## config.mk

```make
export PLATFORM = sky130hd
export DESIGN_NAME = cop_pwr_seq
export DESIGN_NICKNAME = d
export VERILOG_FILES = /design/src/rtl/cop_seq_pkg.sv /design/src/rtl/cop_seq_wake_arm.sv /design/src/rtl/cop_seq_phase_cnt.sv /design/src/rtl/cop_seq_sleep_tmr.sv /design/src/rtl/cop_seq_fsm.sv /design/src/rtl/cop_pwr_seq.sv
export SDC_FILE = /design/constraint.sdc
export NUM_CORES = 1
export LEC_CHECK = 0
export BUFFER_PORTS_ARGS = -buffer_cell sky130_fd_sc_hd__buf_4
export CAP_MARGIN = 30
export CORE_MARGIN = 1.5
export CORE_UTILIZATION = 28
export DETAILED_ROUTE_END_ITERATION = 8
export PLACE_DENSITY_LB_ADDON = 0.3
export SETUP_SLACK_MARGIN = 0.02
export SYNTH_ARGS = -nofsm -noshare
export SYNTH_HDL_FRONTEND = slang
export SYNTH_SLANG_ARGS = --single-unit
```

## constraint.sdc

```tcl
create_clock -name clk -period 6.6 [get_ports clk]
set_input_delay 1.32 -clock clk [delete_from_list [all_inputs] [get_ports clk]]
set_output_delay 1.32 -clock clk [all_outputs]
set_load 0.03 [all_outputs]
```

## src/rtl/cop_seq_pkg.sv

```systemverilog
package cop_seq_pkg;

  typedef enum logic [2:0] {
    SEQ_OFF      = 3'd0,
    SEQ_STARTING = 3'd1,
    SEQ_RUNNING  = 3'd2,
    SEQ_HALTED   = 3'd3,
    SEQ_SHUTTING = 3'd4
  } seq_state_e;

  function automatic int unsigned max3(input int unsigned a, input int unsigned b,
                                       input int unsigned c);
    int unsigned m;
    m = (a > b) ? a : b;
    return (m > c) ? m : c;
  endfunction

endpackage

```

## src/rtl/cop_seq_wake_arm.sv

```systemverilog
module cop_seq_wake_arm (
  input  logic clk,
  input  logic rst_n,
  input  logic set_i,
  input  logic clr_i,
  output logic armed_o
);

  logic armed_q;
  logic armed_d;
  logic armed_we;

  // Write enable is explicit: the bit only moves on a set or clear strobe.
  always_comb begin
    armed_we = set_i | clr_i;
    armed_d  = set_i & ~clr_i;
  end

  always_ff @(posedge clk or negedge rst_n) begin
    if (!rst_n) begin
      armed_q <= 1'b0;
    end else if (armed_we) begin
      armed_q <= armed_d;
    end
  end

  assign armed_o = armed_q;

  AST_WAKE_CLR_WINS: assert property (@(posedge clk) disable iff (!rst_n)
    clr_i |=> !armed_o);

  AST_WAKE_SET_TAKES: assert property (@(posedge clk) disable iff (!rst_n)
    (set_i && !clr_i) |=> armed_o);

endmodule

```

## src/rtl/cop_seq_phase_cnt.sv

```systemverilog
module cop_seq_phase_cnt #(
  parameter int unsigned W = 8
) (
  input  logic         clk,
  input  logic         rst_n,
  input  logic         clr_i,
  output logic [W-1:0] cnt_o
);

  localparam logic [W-1:0] CNT_MAX = '1;

  logic [W-1:0] cnt_q;
  logic [W-1:0] cnt_d;
  logic         cnt_we;

  always_comb begin
    cnt_we = clr_i | (cnt_q != CNT_MAX);
    cnt_d  = clr_i ? '0 : (cnt_q + 1'b1);
  end

  always_ff @(posedge clk or negedge rst_n) begin
    if (!rst_n) begin
      cnt_q <= '0;
    end else if (cnt_we) begin
      cnt_q <= cnt_d;
    end
  end

  assign cnt_o = cnt_q;

  AST_PHASE_NO_WRAP: assert property (@(posedge clk) disable iff (!rst_n)
    (!clr_i) |=> (cnt_q >= $past(cnt_q)));

endmodule

```

## src/rtl/cop_seq_sleep_tmr.sv

```systemverilog
module cop_seq_sleep_tmr #(
  parameter int unsigned W = 24
) (
  input  logic         clk,
  input  logic         rst_n,
  input  logic         clr_i,
  input  logic         en_i,
  input  logic         tick_i,
  input  logic [W-1:0] limit_i,
  output logic         expire_o
);

  localparam logic [W-1:0] CNT_MAX = '1;

  logic [W-1:0] cnt_q;
  logic [W-1:0] cnt_d;
  logic         cnt_we;

  always_comb begin
    cnt_we = clr_i | (en_i & tick_i & (cnt_q != CNT_MAX));
    cnt_d  = clr_i ? '0 : (cnt_q + 1'b1);
  end

  always_ff @(posedge clk or negedge rst_n) begin
    if (!rst_n) begin
      cnt_q <= '0;
    end else if (cnt_we) begin
      cnt_q <= cnt_d;
    end
  end

  assign expire_o = en_i & (cnt_q >= limit_i);

  AST_TMR_FROZEN: assert property (@(posedge clk) disable iff (!rst_n)
    (!en_i && !clr_i) |=> $stable(cnt_q));

  AST_TMR_NO_TICK_NO_MOVE: assert property (@(posedge clk) disable iff (!rst_n)
    (!tick_i && !clr_i) |=> $stable(cnt_q));

endmodule

```

## src/rtl/cop_seq_fsm.sv

```systemverilog
module cop_seq_fsm
  import cop_seq_pkg::*;
#(
  parameter int unsigned RST_W  = 6,
  parameter int unsigned IRQ_W  = 6,
  parameter int unsigned GATE_W = 8,
  parameter int unsigned PH_W   = 8
) (
  input  logic              clk,
  input  logic              rst_n,
  input  logic [RST_W-1:0]  rst_dly_i,
  input  logic [IRQ_W-1:0]  irq_dly_i,
  input  logic [GATE_W-1:0] gate_dly_i,
  input  logic              clk_force_i,
  input  logic              start_i,
  input  logic              done_i,
  input  logic              shut_i,
  input  logic              wake_go_i,
  input  logic              tmr_expire_i,
  input  logic [PH_W-1:0]   ph_cnt_i,
  output logic              ph_clr_o,
  output logic              tmr_clr_o,
  output logic              cop_reset_o,
  output logic              cop_clk_en_o,
  output logic              start_irq_o
);

  seq_state_e state_q;
  seq_state_e state_d;

  logic [PH_W-1:0] rst_ext;
  logic [PH_W-1:0] irq_ext;
  logic [PH_W-1:0] gate_ext;
  logic            rst_met;
  logic            irq_met;
  logic            gate_met;
  logic            any_start;

  always_comb begin
    rst_ext   = PH_W'(rst_dly_i);
    irq_ext   = PH_W'(irq_dly_i);
    gate_ext  = PH_W'(gate_dly_i);
    rst_met   = (ph_cnt_i >= rst_ext);
    irq_met   = (ph_cnt_i >= irq_ext);
    gate_met  = (ph_cnt_i >= gate_ext);
    any_start = start_i | wake_go_i;
  end

  // Next-state process
  always_comb begin
    state_d   = state_q;
    ph_clr_o  = 1'b0;
    tmr_clr_o = 1'b0;
    unique case (state_q)
      SEQ_OFF: begin
        if (any_start) begin
          state_d  = SEQ_STARTING;
          ph_clr_o = 1'b1;
        end
      end
      SEQ_STARTING: begin
        if (shut_i) begin
          state_d  = SEQ_SHUTTING;
          ph_clr_o = 1'b1;
        end else if (rst_met && irq_met) begin
          state_d = SEQ_RUNNING;
        end
      end
      SEQ_RUNNING: begin
        if (shut_i) begin
          state_d  = SEQ_SHUTTING;
          ph_clr_o = 1'b1;
        end else if (done_i) begin
          state_d   = SEQ_HALTED;
          tmr_clr_o = 1'b1;
        end
      end
      SEQ_HALTED: begin
        if (shut_i) begin
          state_d  = SEQ_SHUTTING;
          ph_clr_o = 1'b1;
        end else if (any_start || tmr_expire_i) begin
          state_d  = SEQ_STARTING;
          ph_clr_o = 1'b1;
        end
      end
      SEQ_SHUTTING: begin
        if (gate_met) begin
          state_d = SEQ_OFF;
        end
      end
      default: begin
        state_d = SEQ_OFF;
      end
    endcase
  end

  // State register
  always_ff @(posedge clk or negedge rst_n) begin
    if (!rst_n) begin
      state_q <= SEQ_OFF;
    end else begin
      state_q <= state_d;
    end
  end

  // Output decode
  always_comb begin
    cop_reset_o  = ~((state_q == SEQ_RUNNING) ||
                     ((state_q == SEQ_STARTING) && rst_met));
    start_irq_o  = (state_q == SEQ_STARTING) && (ph_cnt_i == irq_ext);
    cop_clk_en_o = clk_force_i || (state_q == SEQ_STARTING) ||
                   (state_q == SEQ_RUNNING) || (state_q == SEQ_SHUTTING);
  end

  AST_IRQ_PULSE: assert property (@(posedge clk) disable iff (!rst_n)
    start_irq_o |=> !start_irq_o);

  AST_RUN_NOT_OFF: assert property (@(posedge clk) disable iff (!rst_n)
    (state_q == SEQ_RUNNING) |=> (state_q != SEQ_OFF));

  AST_HALT_ENTRY: assert property (@(posedge clk) disable iff (!rst_n)
    ((state_q == SEQ_HALTED) && ($past(state_q) != SEQ_HALTED)) |-> $past(done_i));

  AST_SHUT_WINS: assert property (@(posedge clk) disable iff (!rst_n)
    ((state_q == SEQ_RUNNING) && shut_i) |=> (state_q == SEQ_SHUTTING));

  AST_SHUT_HOLDS_RESET: assert property (@(posedge clk) disable iff (!rst_n)
    (state_q == SEQ_SHUTTING) |-> (cop_reset_o && cop_clk_en_o));

endmodule

```

## src/rtl/cop_pwr_seq.sv

```systemverilog
module cop_pwr_seq #(
  parameter int unsigned RST_DLY_W  = 6,
  parameter int unsigned IRQ_DLY_W  = 6,
  parameter int unsigned GATE_DLY_W = 8,
  parameter int unsigned SLEEP_W    = 24
) (
  input  logic                  clk,
  input  logic                  rst_n,
  input  logic [RST_DLY_W-1:0]  cfg_rst_dly_i,
  input  logic [IRQ_DLY_W-1:0]  cfg_irq_dly_i,
  input  logic [GATE_DLY_W-1:0] cfg_gate_dly_i,
  input  logic [SLEEP_W-1:0]    cfg_sleep_cycles_i,
  input  logic                  cfg_timer_en_i,
  input  logic                  cfg_clk_force_i,
  input  logic                  start_i,
  input  logic                  done_i,
  input  logic                  shut_i,
  input  logic                  wake_arm_set_i,
  input  logic                  wake_arm_clr_i,
  input  logic                  pin_wake_i,
  input  logic                  slow_tick_i,
  output logic                  cop_reset_o,
  output logic                  cop_clk_en_o,
  output logic                  start_irq_o
);

  localparam int unsigned PH_W = cop_seq_pkg::max3(RST_DLY_W, IRQ_DLY_W, GATE_DLY_W);

  logic            armed;
  logic            wake_go;
  logic            ph_clr;
  logic            tmr_clr;
  logic            tmr_expire;
  logic [PH_W-1:0] ph_cnt;

  assign wake_go = armed & pin_wake_i;

  cop_seq_wake_arm u_wake_arm (
    .clk     (clk),
    .rst_n   (rst_n),
    .set_i   (wake_arm_set_i),
    .clr_i   (wake_arm_clr_i),
    .armed_o (armed)
  );

  cop_seq_phase_cnt #(.W(PH_W)) u_phase_cnt (
    .clk   (clk),
    .rst_n (rst_n),
    .clr_i (ph_clr),
    .cnt_o (ph_cnt)
  );

  cop_seq_sleep_tmr #(.W(SLEEP_W)) u_sleep_tmr (
    .clk      (clk),
    .rst_n    (rst_n),
    .clr_i    (tmr_clr),
    .en_i     (cfg_timer_en_i),
    .tick_i   (slow_tick_i),
    .limit_i  (cfg_sleep_cycles_i),
    .expire_o (tmr_expire)
  );

  cop_seq_fsm #(
    .RST_W  (RST_DLY_W),
    .IRQ_W  (IRQ_DLY_W),
    .GATE_W (GATE_DLY_W),
    .PH_W   (PH_W)
  ) u_fsm (
    .clk          (clk),
    .rst_n        (rst_n),
    .rst_dly_i    (cfg_rst_dly_i),
    .irq_dly_i    (cfg_irq_dly_i),
    .gate_dly_i   (cfg_gate_dly_i),
    .clk_force_i  (cfg_clk_force_i),
    .start_i      (start_i),
    .done_i       (done_i),
    .shut_i       (shut_i),
    .wake_go_i    (wake_go),
    .tmr_expire_i (tmr_expire),
    .ph_cnt_i     (ph_cnt),
    .ph_clr_o     (ph_clr),
    .tmr_clr_o    (tmr_clr),
    .cop_reset_o  (cop_reset_o),
    .cop_clk_en_o (cop_clk_en_o),
    .start_irq_o  (start_irq_o)
  );

  AST_FORCE_CLK: assert property (@(posedge clk) disable iff (!rst_n)
    cfg_clk_force_i |-> cop_clk_en_o);

  AST_IRQ_CLOCKED: assert property (@(posedge clk) disable iff (!rst_n)
    start_irq_o |-> cop_clk_en_o);

endmodule

```

==> summary.log, run 1 <==
qor: run_status.outcome finished, final reports clean
qor: worst_setup_path.critical_path.n_buffers_inverters 2
qor: route.drt_wl_cell 12.75 um
qor: layout.layout-area-overhead-vs-synth 21.16%
qor: sta.holdWs 0.5069 ns
qor: pwr.worst_ir_drop_vdd 0.09250 mV
qor: clocking.hold_buffers 0
qor: placed_design.post-place-ws 2.527 ns
qor: floorplan.dieHeight 107.2 um
qor: sta.finalWorstPathRequiredPeriod 4.051 ns
qor: worst_setup_path.critical_path.cell_chain buf_4 -> ha_1 -> nand2b_1 -> a21o_1 -> a21oi_1 -> o211a_1 -> a21oi_1 -> o21bai_1 -> buf_4
qor: sta.final.setup.worst_slack 2.549 ns
qor: floorplan.fp-row-count 37
qor: worst_setup_path.crit_family compound AO/OA/AOI/OAI gates
qor: pwr.total_leakage_power 1.869 nW
qor: placed_design.detailed_placement_hpwl 5.467 mm
qor: sta.timing_max_transition_violations_final 0
qor: grt.first_pass_grt_wire_length 11.92 mm
qor: clocking.post-cts-setup-buffers 0
qor: sta.rsz0062_at_grt no
qor: grt.grt_antenna_before_repair 0
qor: route.drt-vias-per-instance 4.826
qor: placed_design.post_dp_cell_area 3588 um2
qor: grt.overall_routing_resource_usage 12.79%
qor: floorplan.design.die.area 11490 um2
qor: hold_path.worst_hold_path.num_cells 2
qor: sta.finalCritPeriodShare 61.39%
qor: synthesis.synth_flop_cell dfrtp_1
qor: worst_setup_path.cpPeakStageDelay 0.27 ns
qor: route.via_count 2659
qor: worst_setup_path.timing.critical_path.arrival 2.73 ns
qor: placed_design.place_congestion 0.7530
qor: clocking.post_cts.resized_instances 0
qor: route.detailedRoute.firstIterationViolations 108
qor: sta.timing.slew.headroom 38.65%
qor: synthesis.ys_ff_latch 36
qor: synthesis.ys_types 48
qor: pwr.power_per_cell_area 216.8 nW/um2
qor: worst_setup_path.crit_path_end_kind output port
qor: worst_setup_path.crit_fanout 2
qor: grt.grt.met3_usage 2.310%
qor: hold_path.path_class_of_the_lowest_slack_min_delay_path register to register
qor: flow_run.max-cap-violations 0
qor: layout.drive_gt1_share 17.35%
qor: layout.layout_net_count 515
qor: grt.globalRoute.busiestLayer met2
qor: route.detailed_routing_iteration_count_for_the_pre_antenna_repair_pass 4
qor: floorplan.initial_core_util 29.18%
qor: placed_design.numPortBuffers 57
qor: clocking.tritoncts yes
qor: sta.report.final.hold_viol_count 0
qor: route.final_antenna_net_count 0
qor: clocking.clock_tree.buffer_depth 2
qor: synthesis.netlist_area 3039 um2
qor: clocking.cts.root.buffer_cell clkbuf_8
qor: worst_setup_path.slowest_stage ha_1
qor: clocking.cts.clk_slew.worst_paths 0.07 ns
qor: route.wirelength 7.023 mm
qor: sta.maxClockFrequency 246.8 MHz
qor: layout.finalInstanceArea 3682 um2
qor: floorplan.floorplan.io_pins 58
qor: synthesis.synth-seq-area-share 29.64%
qor: hold_path.hold_path_startpoint u_wake_arm.armed_o
qor: hold_path.timing.hold.worst_endpoint u_wake_arm.armed_o
qor: floorplan.floorplan.die.width 107.2 um
qor: synthesis.syn_inst 358
qor: floorplan.core_area 10420 um2
qor: synthesis.synthesis.nets 459
qor: worst_setup_path.reg2regPathDepth 6
qor: synthesis.synth_enable_flop_cells 0
qor: clocking.h-tree-depth 2
qor: grt.grt_start_max_net_pins 37
qor: clocking.cts_num_sinks 36
qor: worst_setup_path.timing.critical_path.required 5.28 ns
qor: synthesis.async_flop_share 100.0%
qor: sta.worstMarginPinSlew 0.9203 ns
qor: grt.grt.overflow.total 0
qor: grt.gr-usage-met1 16.80%
qor: route.drcViolationCount 0
qor: sta.finalSetupViolCount 0
qor: synthesis.synth.avg_cell_area 8.489 um2
qor: worst_setup_path.worstReg2RegStart u_sleep_tmr.cnt_q[14]
qor: grt.use_met2 21.84%
qor: clocking.worst_skew_pair.late_latency 0.29 ns
qor: sta.tns 0 ns
qor: worst_setup_path.reg2reg_to u_sleep_tmr.cnt_q[1]
qor: layout.num_antenna_cells 0
qor: grt.via_count_of_the_first_global_routing_pass 2625
qor: worst_setup_path.timing.setup.critical_path_class input pin to output port
qor: worst_setup_path.critPathLaunchType input pin
qor: sta.clock-skew-final 0.003806 ns
qor: worst_setup_path.rrSetupSlack 4.12 ns
qor: synthesis.synth.yosys.warnings 0
qor: clocking.cts_inserted_buffers 5
[where the power goes]
group	internal, mW	switching [mW]	total, mW	leakage (nW)
clock network	0.0849	0.0822	0.167	0.0445
logic	0.153	0.155	0.308	1.35
registers	0.259	0.0638	0.323	0.478
total	0.497	0.301	0.798	1.87
[cell usage after synthesis (all sizes together) (7+ instances only)]
cell type | number | area, um2
nor3 | 7 | 35.03
nor2 | 41 | 153.9
nand3 | 16 | 80.08
inv | 44 | 165.2
ha | 46 | 575.6
o21ai | 13 | 65.06
nand4 | 9 | 62.56
xnor2 | 15 | 131.4
nand2 | 22 | 82.58
a21oi | 20 | 100.1
dfrtp | 36 | 900.9
xor2 | 9 | 78.83
nor4 | 7 | 56.30
[tightest hold or removal path: cells and delay by family (launching register included)]
| kind | cells | cell delay (ns) |
|---|---|---|
| and+or+nand+nor | 2 | 0.12 |
| DFF | 1 | 0.35 |
[registers in the layout, indices dropped and copies added, names as in the netlist]
register / cells
u_sleep_tmr.cnt_q: 24
u_phase_cnt.cnt_o: 8
u_fsm.state_q: 3
u_wake_arm.armed_o: 1
[per-layer routing]
layer	vias to the layer above	wire length [um]
met1	1236	3415
met2	52	3270
met3	4	297
met5	-	0
li1	1367	-
met4	0	40
[logic make-up after synthesis]
logic type / count (synthesis) / share of synthesized area [%]
AO/OA/AOI/OAI: 59 / 12.31
XOR/XNOR: 24 / 6.917
adder cells (fa/ha/maj): 46 / 18.94
buffers and inverters: 52 / 7.040
flip-flops: 36 / 29.64
multiplexers: 4 / 1.359
AND/OR/NAND/NOR: 137 / 23.80
[through the flow]
stage	util, %	std cells	power, mW
floorplan	-	358	0.5346
finish	35.35	551	0.7982
detailed placement	34.45	543	0.6397
global placement	34.45	543	0.6273
global route	35.35	551	0.8787
CTS	35.35	551	0.8087
[cells in the final DEF, fill, tap and decap left out, types with 3 or more instances in the layout]
cell and n:
nand3_1 16, buf_4 57, xnor2_1 15, nor3_1 7, nor4_1 5, a211oi_1 4, nor2b_1 4, nor3b_1 4
nor4b_1 3, dfrtp_1 36, ha_1 46, xor2_1 9, a21o_1 5, nor2_1 41, or3_1 4, mux2i_1 3
clkbuf_8 6, a21oi_1 20, nand2b_1 5, inv_1 44, o22ai_1 4, nand4_1 8, o21ai_0 13, nand2_1 22
and3_1 4
[how the worst max path moves through the flow]
stage / slack, ns / startpoint / depth (start not counted) / end
finish: 2.55 / cfg_rst_dly_i[0] / 9 / cop_reset_o
global route: 2.45 / cfg_rst_dly_i[0] / 9 / cop_reset_o
CTS: 2.53 / cfg_rst_dly_i[0] / 9 / cop_reset_o
detailed placement: 2.53 / cfg_rst_dly_i[0] / 9 / cop_reset_o
global placement: 2.53 / cfg_rst_dly_i[0] / 9 / cop_reset_o
floorplan: 2.57 / cfg_rst_dly_i[0] / 7 / cop_reset_o
[final cells by class]
class                   count  area [um2]
well taps                 136       170.2
repair buffers             57       427.9
clock buffers               7       86.33
clock inverters             1       7.507
fillers                  1067        6734
multi-input cells         270        1924
inverters                  44       165.2
flip-flops and latches     36       900.9
Note: power is estimated with default switching activity, not from simulation.
==> inputs of run 2 (changes only) <==
- ABC_AREA: unset -> 1
- clock period: 6.6 -> 3.95 ns (I/O delays scaled with it)
==> run 2 against run 1 <==
Net effect:
- die area increased by 7.3%
- largest cell class unchanged
- wire length increased by 13%
- non-clock buffer count increased by 1
- cell area increased by 9.4%
==> summary.log, run 2 <==
qor: route.drt-vias-per-instance 4.592
qor: sta.clock-skew-final 0.008664 ns
qor: synthesis.proportion_of_netlist_area_held_by_the_largest_area_contributor 27.58%
qor: synthesis.syn_inst 478
qor: route.final_antenna_net_count 0
qor: synthesis.synthesis.nets 579
qor: clocking.clock_tree.buffer_depth 2
qor: layout.num_antenna_cells 0
qor: layout.regMostFlops u_sleep_tmr.cnt_q
qor: clocking.worst_skew_pair.late_latency 0.28 ns
qor: clocking.cts.clk_slew.worst_paths 0.06 ns
qor: clocking.cts_inserted_buffers 5
qor: clocking.cts.root.buffer_cell clkbuf_16
qor: grt.gr-usage-met1 16.85%
qor: floorplan.initial_core_util 28.61%
qor: placed_design.numPortBuffers 57
qor: sta.maxClockFrequency 361.2 MHz
qor: sta.timing_max_transition_violations_final 0
qor: sta.finalWorstPathRequiredPeriod 2.769 ns
qor: sta.report.final.hold_viol_count 0
qor: sta.tns 0 ns
qor: grt.grt.overflow.total 0
qor: grt.grt_start_max_net_pins 37
qor: grt.grt_antenna_before_repair 0
qor: run_status.outcome finished, final reports clean
qor: layout.mostFrequentLayoutCells inv_1 (98), nand2_1 (96), nor2_1 (58), buf_4 (58), ha_1 (46)
qor: layout.layout_net_count 641
qor: route.detailed_routing_iteration_count_for_the_pre_antenna_repair_pass 4
qor: clocking.tritoncts yes
qor: route.via_count 3141
qor: grt.via_count_of_the_first_global_routing_pass 3191
qor: synthesis.ys_ff_latch 36
qor: worst_setup_path.timing.critical_path.required 3.16 ns
qor: grt.overall_routing_resource_usage 13.55%
qor: route.drcViolationCount 0
qor: floorplan.floorplan.io_pins 58
qor: synthesis.post_synth_main_area_contributors dfrtp_1 (28%), ha_1 (18%), inv_1 (11%)
qor: floorplan.dieHeight 111.0 um
qor: layout.drive_gt1_share 14.79%
qor: layout.final_core_utilization 35.28%
qor: grt.globalRoute.busiestLayer met2
qor: synthesis.async_flop_share 100.0%
qor: synthesis.ys_top_cells_by_count inv_1 (98), nand2_1 (96), nor2_1 (58)
qor: pwr.total_leakage_power 2.247 nW
qor: hold_path.path_class_of_the_lowest_slack_min_delay_path input pin to asynchronous set/reset pin
qor: pwr.totalPowerFinal 1.933 mW
qor: clocking.post-cts-setup-buffers 0
qor: sta.worstMarginPinSlew 0.4930 ns
qor: sta.finalCritPeriodShare 70.09%
qor: clocking.hold_buffers 0
qor: synthesis.synth-seq-area-share 27.58%
qor: clocking.h-tree-depth 2
qor: grt.grt.met3_usage 1.914%
qor: sta.finalSetupViolCount 0
qor: synthesis.synth_flop_cell dfrtp_1
qor: flow_run.max-cap-violations 0
qor: floorplan.floorplan.die.width 111.0 um
qor: worst_setup_path.crit_fanout 2
qor: grt.first_pass_grt_wire_length 13.97 mm
qor: layout.largest_reg_flops 24
qor: route.wirelength 7.902 mm
qor: sta.rsz0062_at_grt no
qor: floorplan.design.die.area 12320 um2
qor: floorplan.fp-row-count 39
qor: synthesis.library_cell_with_the_highest_instance_count_after_synthesis inv_1
qor: synthesis.netlist_area 3267 um2
qor: worst_setup_path.timing.critical_path.arrival 1.98 ns
qor: synthesis.synth.yosys.warnings 0
qor: synthesis.ys_types 35
qor: placed_design.cell_count_post_placement 676
qor: synthesis.post-synth-top-area-cell dfrtp_1
qor: placed_design.post_dp_cell_area 3861 um2
qor: sta.timing.slew.headroom 67.13%
qor: clocking.post_cts.resized_instances 0
qor: synthesis.synth_enable_flop_cells 0
qor: layout.final_cell_count_no_fill 684
qor: floorplan.core_area 11420 um2
qor: worst_setup_path.critPathLaunchType input pin
qor: route.detailedRoute.firstIterationViolations 87
qor: worst_setup_path.timing.setup.critical_path_class input pin to output port
qor: layout.finalInstanceArea 4029 um2
qor: placed_design.detailed_placement_hpwl 6.400 mm
qor: pwr.worst_ir_drop_vdd 0.2308 mV
qor: worst_setup_path.crit_path_end_kind output port
qor: layout.layout-area-overhead-vs-synth 23.32%
qor: synthesis.synth.avg_cell_area 6.834 um2
qor: grt.use_met2 24.69%
qor: clocking.cts_num_sinks 36
qor: route.drt_wl_cell 11.55 um
qor: pwr.power_per_cell_area 479.9 nW/um2
qor: layout.final_common_cell inv_1
qor: placed_design.place_congestion 0.7987
run 2: cell types whose count changed after synthesis, sizes merged, moves of 7 or more:
cell,before,now
a21oi,20,29
nand3,16,27
nand2,22,100
o21ai,13,26
nor2,41,60
nor3,7,14
inv,44,100
xnor2,15,0
run 2: logic make-up (layout without fill, tap and decap cells):
logic type               count (synthesis)  in the layout  synth area share (%)
XOR/XNOR                                 4              4                 1.072
flip-flops                              36             36                 27.58
AND/OR/NAND/NOR                        219            219                 29.76
adder cells (fa/ha/maj)                 46             46                 17.62
AO/OA/AOI/OAI                           70             70                 11.87
buffers and inverters                  103            166                 12.10
run 2: area by class of cell:
class,instances,area [um2]
inverters,100,375.4
multi-input cells,339,1971
well taps,143,178.9
clock buffers,5,125.1
fillers,1235,7390
flip-flops and latches,36,900.9
repair buffers,58,435.4
clock inverters,3,42.54
run 2: path summary, 6_finish.rpt:
kind	cells past startpoint	to	slack (ns)	start
min in group clk	2	u_wake_arm.armed_o	0.50	u_wake_arm.armed_o
hold / removal	1	u_sleep_tmr.cnt_q[0]	0.47	rst_n
setup reg to reg	12	u_phase_cnt.cnt_o[2]	1.83	u_sleep_tmr.cnt_q[23]
hold reg to reg	2	u_wake_arm.armed_o	0.50	u_wake_arm.armed_o
max in group asynchronous	1	u_sleep_tmr.cnt_q[9]	3.13	rst_n
setup / recovery	9	cop_reset_o	1.18	cfg_rst_dly_i[1]
run 2: power breakdown:
| part | internal (mW) | total [mW] | switching [mW] |
|---|---|---|---|
| combinational | 0.334 | 0.825 | 0.491 |
| sequential | 0.495 | 0.655 | 0.160 |
| clock | 0.296 | 0.454 | 0.157 |
| total | 1.13 | 1.93 | 0.808 |
run 2: worst max-delay path: stages:
cell	delay, ns
buf_4	0.08
inv_1	0.04
ha_1	0.30
a21oi_1	0.14
o21ai_0	0.09
nand2_1	0.06
nand3_1	0.10
o21ai_0	0.19
buf_4	0.19
run 2: per-stage QoR:
step	hold WS (ns)	worst slack, ns
after global placement	0.4987	1.234
after detailed placement	0.4947	1.189
final	0.4729	1.181
after floorplan	0.4639	1.010
after global routing	0.5176	1.024
after CTS	0.5044	1.175
run 2: metal layers:
layer,vias up,routed length (um)
li1,1667,-
met1,1413,3807
met2,55,3782
met3,6,246
met4,0,65
met5,-,0
==> inputs of run 3 (changes only) <==
- clock period: 3.95 -> 2.4 ns (I/O delays scaled with it)
==> run 3 against run 2 <==
Net effect:
- first-iteration DRC count increased by 68%
- highest routed layer unchanged
- clock skew decreased by 0.0027 ns
- critical path depth decreased by 2
- core utilization increased by 0.077 points
- total power increased by 65%
- non-clock buffer count increased by 1
- clock power increased by 65%
- wire length decreased by 0.16%
==> summary.log, run 3 (synthesis gave the netlist of run 2 again) <==
qor: layout.num_antenna_cells 0
qor: placed_design.place_congestion 0.8204
qor: clocking.cts.root.buffer_cell clkbuf_16
qor: floorplan.dieHeight 111.0 um
qor: route.final_antenna_net_count 0
qor: pwr.totalPowerFinal 3.189 mW
qor: sta.finalCritPeriodShare 93.24%
qor: layout.final_common_cell inv_1
qor: layout.regMostFlops u_sleep_tmr.cnt_q
qor: floorplan.floorplan.io_pins 58
qor: clocking.h-tree-depth 2
qor: pwr.total_leakage_power 2.251 nW
qor: pwr.worst_ir_drop_vdd 0.3437 mV
qor: layout.layout_net_count 642
qor: sta.clock-skew-final 0.005938 ns
qor: clocking.cts.clk_slew.worst_paths 0.06 ns
qor: clocking.post_cts.resized_instances 0
qor: sta.timing.slew.headroom 66.64%
qor: sta.maxClockFrequency 446.9 MHz
qor: sta.finalSetupViolCount 0
qor: clocking.clock_tree.buffer_depth 2
qor: sta.timing_max_transition_violations_final 0
qor: route.drt-vias-per-instance 4.553
qor: clocking.cts_num_sinks 36
qor: grt.grt_antenna_before_repair 0
qor: clocking.hold_buffers 0
qor: sta.report.final.hold_viol_count 0
qor: grt.grt_start_max_net_pins 37
qor: layout.drive_gt1_share 15.13%
qor: hold_path.path_class_of_the_lowest_slack_min_delay_path input pin to asynchronous set/reset pin
qor: layout.largest_reg_flops 24
qor: worst_setup_path.crit_path_end_kind output port
qor: layout.mostFrequentLayoutCells inv_1 (98), nand2_1 (96), buf_4 (59)
qor: floorplan.core_area 11420 um2
qor: worst_setup_path.reg2regPathDepth 11
qor: floorplan.design.die.area 12320 um2
qor: grt.overall_routing_resource_usage 13.45%
qor: layout.layout-area-overhead-vs-synth 23.59%
qor: clocking.post-cts-setup-buffers 0
qor: flow_run.max-cap-violations 0
qor: worst_setup_path.slowest_stage dfrtp_2
qor: route.detailedRoute.firstIterationViolations 146
qor: worst_setup_path.crit_fanout 7
qor: placed_design.numPortBuffers 57
qor: worst_setup_path.timing.setup.critical_path_class register to output port
qor: worst_setup_path.cpPeakStageDelay 0.45 ns
qor: worst_setup_path.critical_path.cell_chain ha_1 -> a21oi_1 -> o21ai_0 -> nand2_1 -> nand3_1 -> o21ai_1 -> buf_4
qor: clocking.cts_inserted_buffers 5
qor: route.via_count 3119
qor: route.wirelength 7.889 mm
qor: worst_setup_path.timing.critical_path.required 1.92 ns
qor: sta.finalWorstPathRequiredPeriod 2.238 ns
qor: floorplan.floorplan.die.width 111.0 um
qor: grt.grt.overflow.total 0
qor: worst_setup_path.setup.worst_path.start u_phase_cnt.cnt_o[3]
qor: worst_setup_path.critPathLaunchType register
qor: worst_setup_path.worstReg2RegStart u_sleep_tmr.cnt_q[0]
qor: pwr.power_per_cell_area 789.8 nW/um2
qor: grt.via_count_of_the_first_global_routing_pass 3076
qor: route.drcViolationCount 0
qor: grt.first_pass_grt_wire_length 13.86 mm
qor: clocking.tritoncts yes
qor: floorplan.initial_core_util 28.61%
qor: clocking.worst_skew_pair.late_latency 0.28 ns
qor: route.drt_wl_cell 11.52 um
qor: run_status.outcome finished, final reports clean
qor: worst_setup_path.timing.critical_path.arrival 1.76 ns
qor: sta.worstMarginPinSlew 0.5003 ns
qor: floorplan.fp-row-count 39
qor: sta.tns 0 ns
qor: route.detailed_routing_iteration_count_for_the_pre_antenna_repair_pass 4
qor: worst_setup_path.reg2reg_to u_sleep_tmr.cnt_q[16]
qor: sta.rsz0062_at_grt no
qor: placed_design.detailed_placement_hpwl 6.481 mm
qor: worst_setup_path.rrSetupSlack 0.31 ns
==> run 3: changes by cell type in the layout (fill, tap and decap cells not counted), sizes merged <==
cell,previous run,this run
buf,58,59
==> run 3: layout make-up <==
class,count,area [um2]
Clock buffer,5,125.1
Clock inverter,3,42.54
Fill cell,1272,7381
Inverter,100,375.4
Multi-Input combinational cell,339,1971
Sequential cell,36,902.1
Tap cell,143,178.9
Timing Repair Buffer,59,442.9
==> run 3: worst max-delay path by stage <==
stage	end	slack (ns)
after floorplan	start_irq_o	0.08
after global placement	u_phase_cnt.cnt_o[2]	0.17
after detailed placement	u_phase_cnt.cnt_o[5]	0.14
after CTS	cop_reset_o	0.07
after global routing	cop_reset_o	0.05
final	cop_reset_o	0.16
==> run 3: per-layer routing <==
| layer | routed length (um) | vias to the layer above | GRT usage (%) |
|---|---|---|---|
| met4 | 89 | 0 | 3.713 |
| met1 | 3735 | 1391 | 17.06 |
| met2 | 3795 | 52 | 23.66 |
| met3 | 268 | 8 | 2.132 |
| li1 | - | 1668 | - |
| met5 | 0 | - | 0 |
==> run 3: through the flow <==
stage,cell area [um2],hold WS (ns),setup slack (ns),std cells,utilization [%]
after floorplan,3267,0.1844,0.08034,478,-
after global placement,3869,0.4907,0.1747,677,33.88
after detailed placement,3869,0.4951,0.1411,677,33.88
after CTS,4036,0.1862,0.06782,685,35.35
after global routing,4038,0.2129,0.04803,685,35.36
final,4038,0.1661,0.1623,685,35.36
==> run 3: critical path: cells and delay by family (launching register included) <==
kind | cells | cell delay [ns]
AOI/OAI and AO/OA | 3 | 0.38
adders and majority gates | 1 | 0.31
buffers and inverters | 1 | 0.17
DFF | 1 | 0.45
and+or+nand+nor | 2 | 0.16
==> run 3: report_power, final <==
group / switching (mW) / total (mW) / internal (mW)
logic: 0.812 / 1.37 / 0.556
registers: 0.256 / 1.07 / 0.816
clock network: 0.261 / 0.749 / 0.488
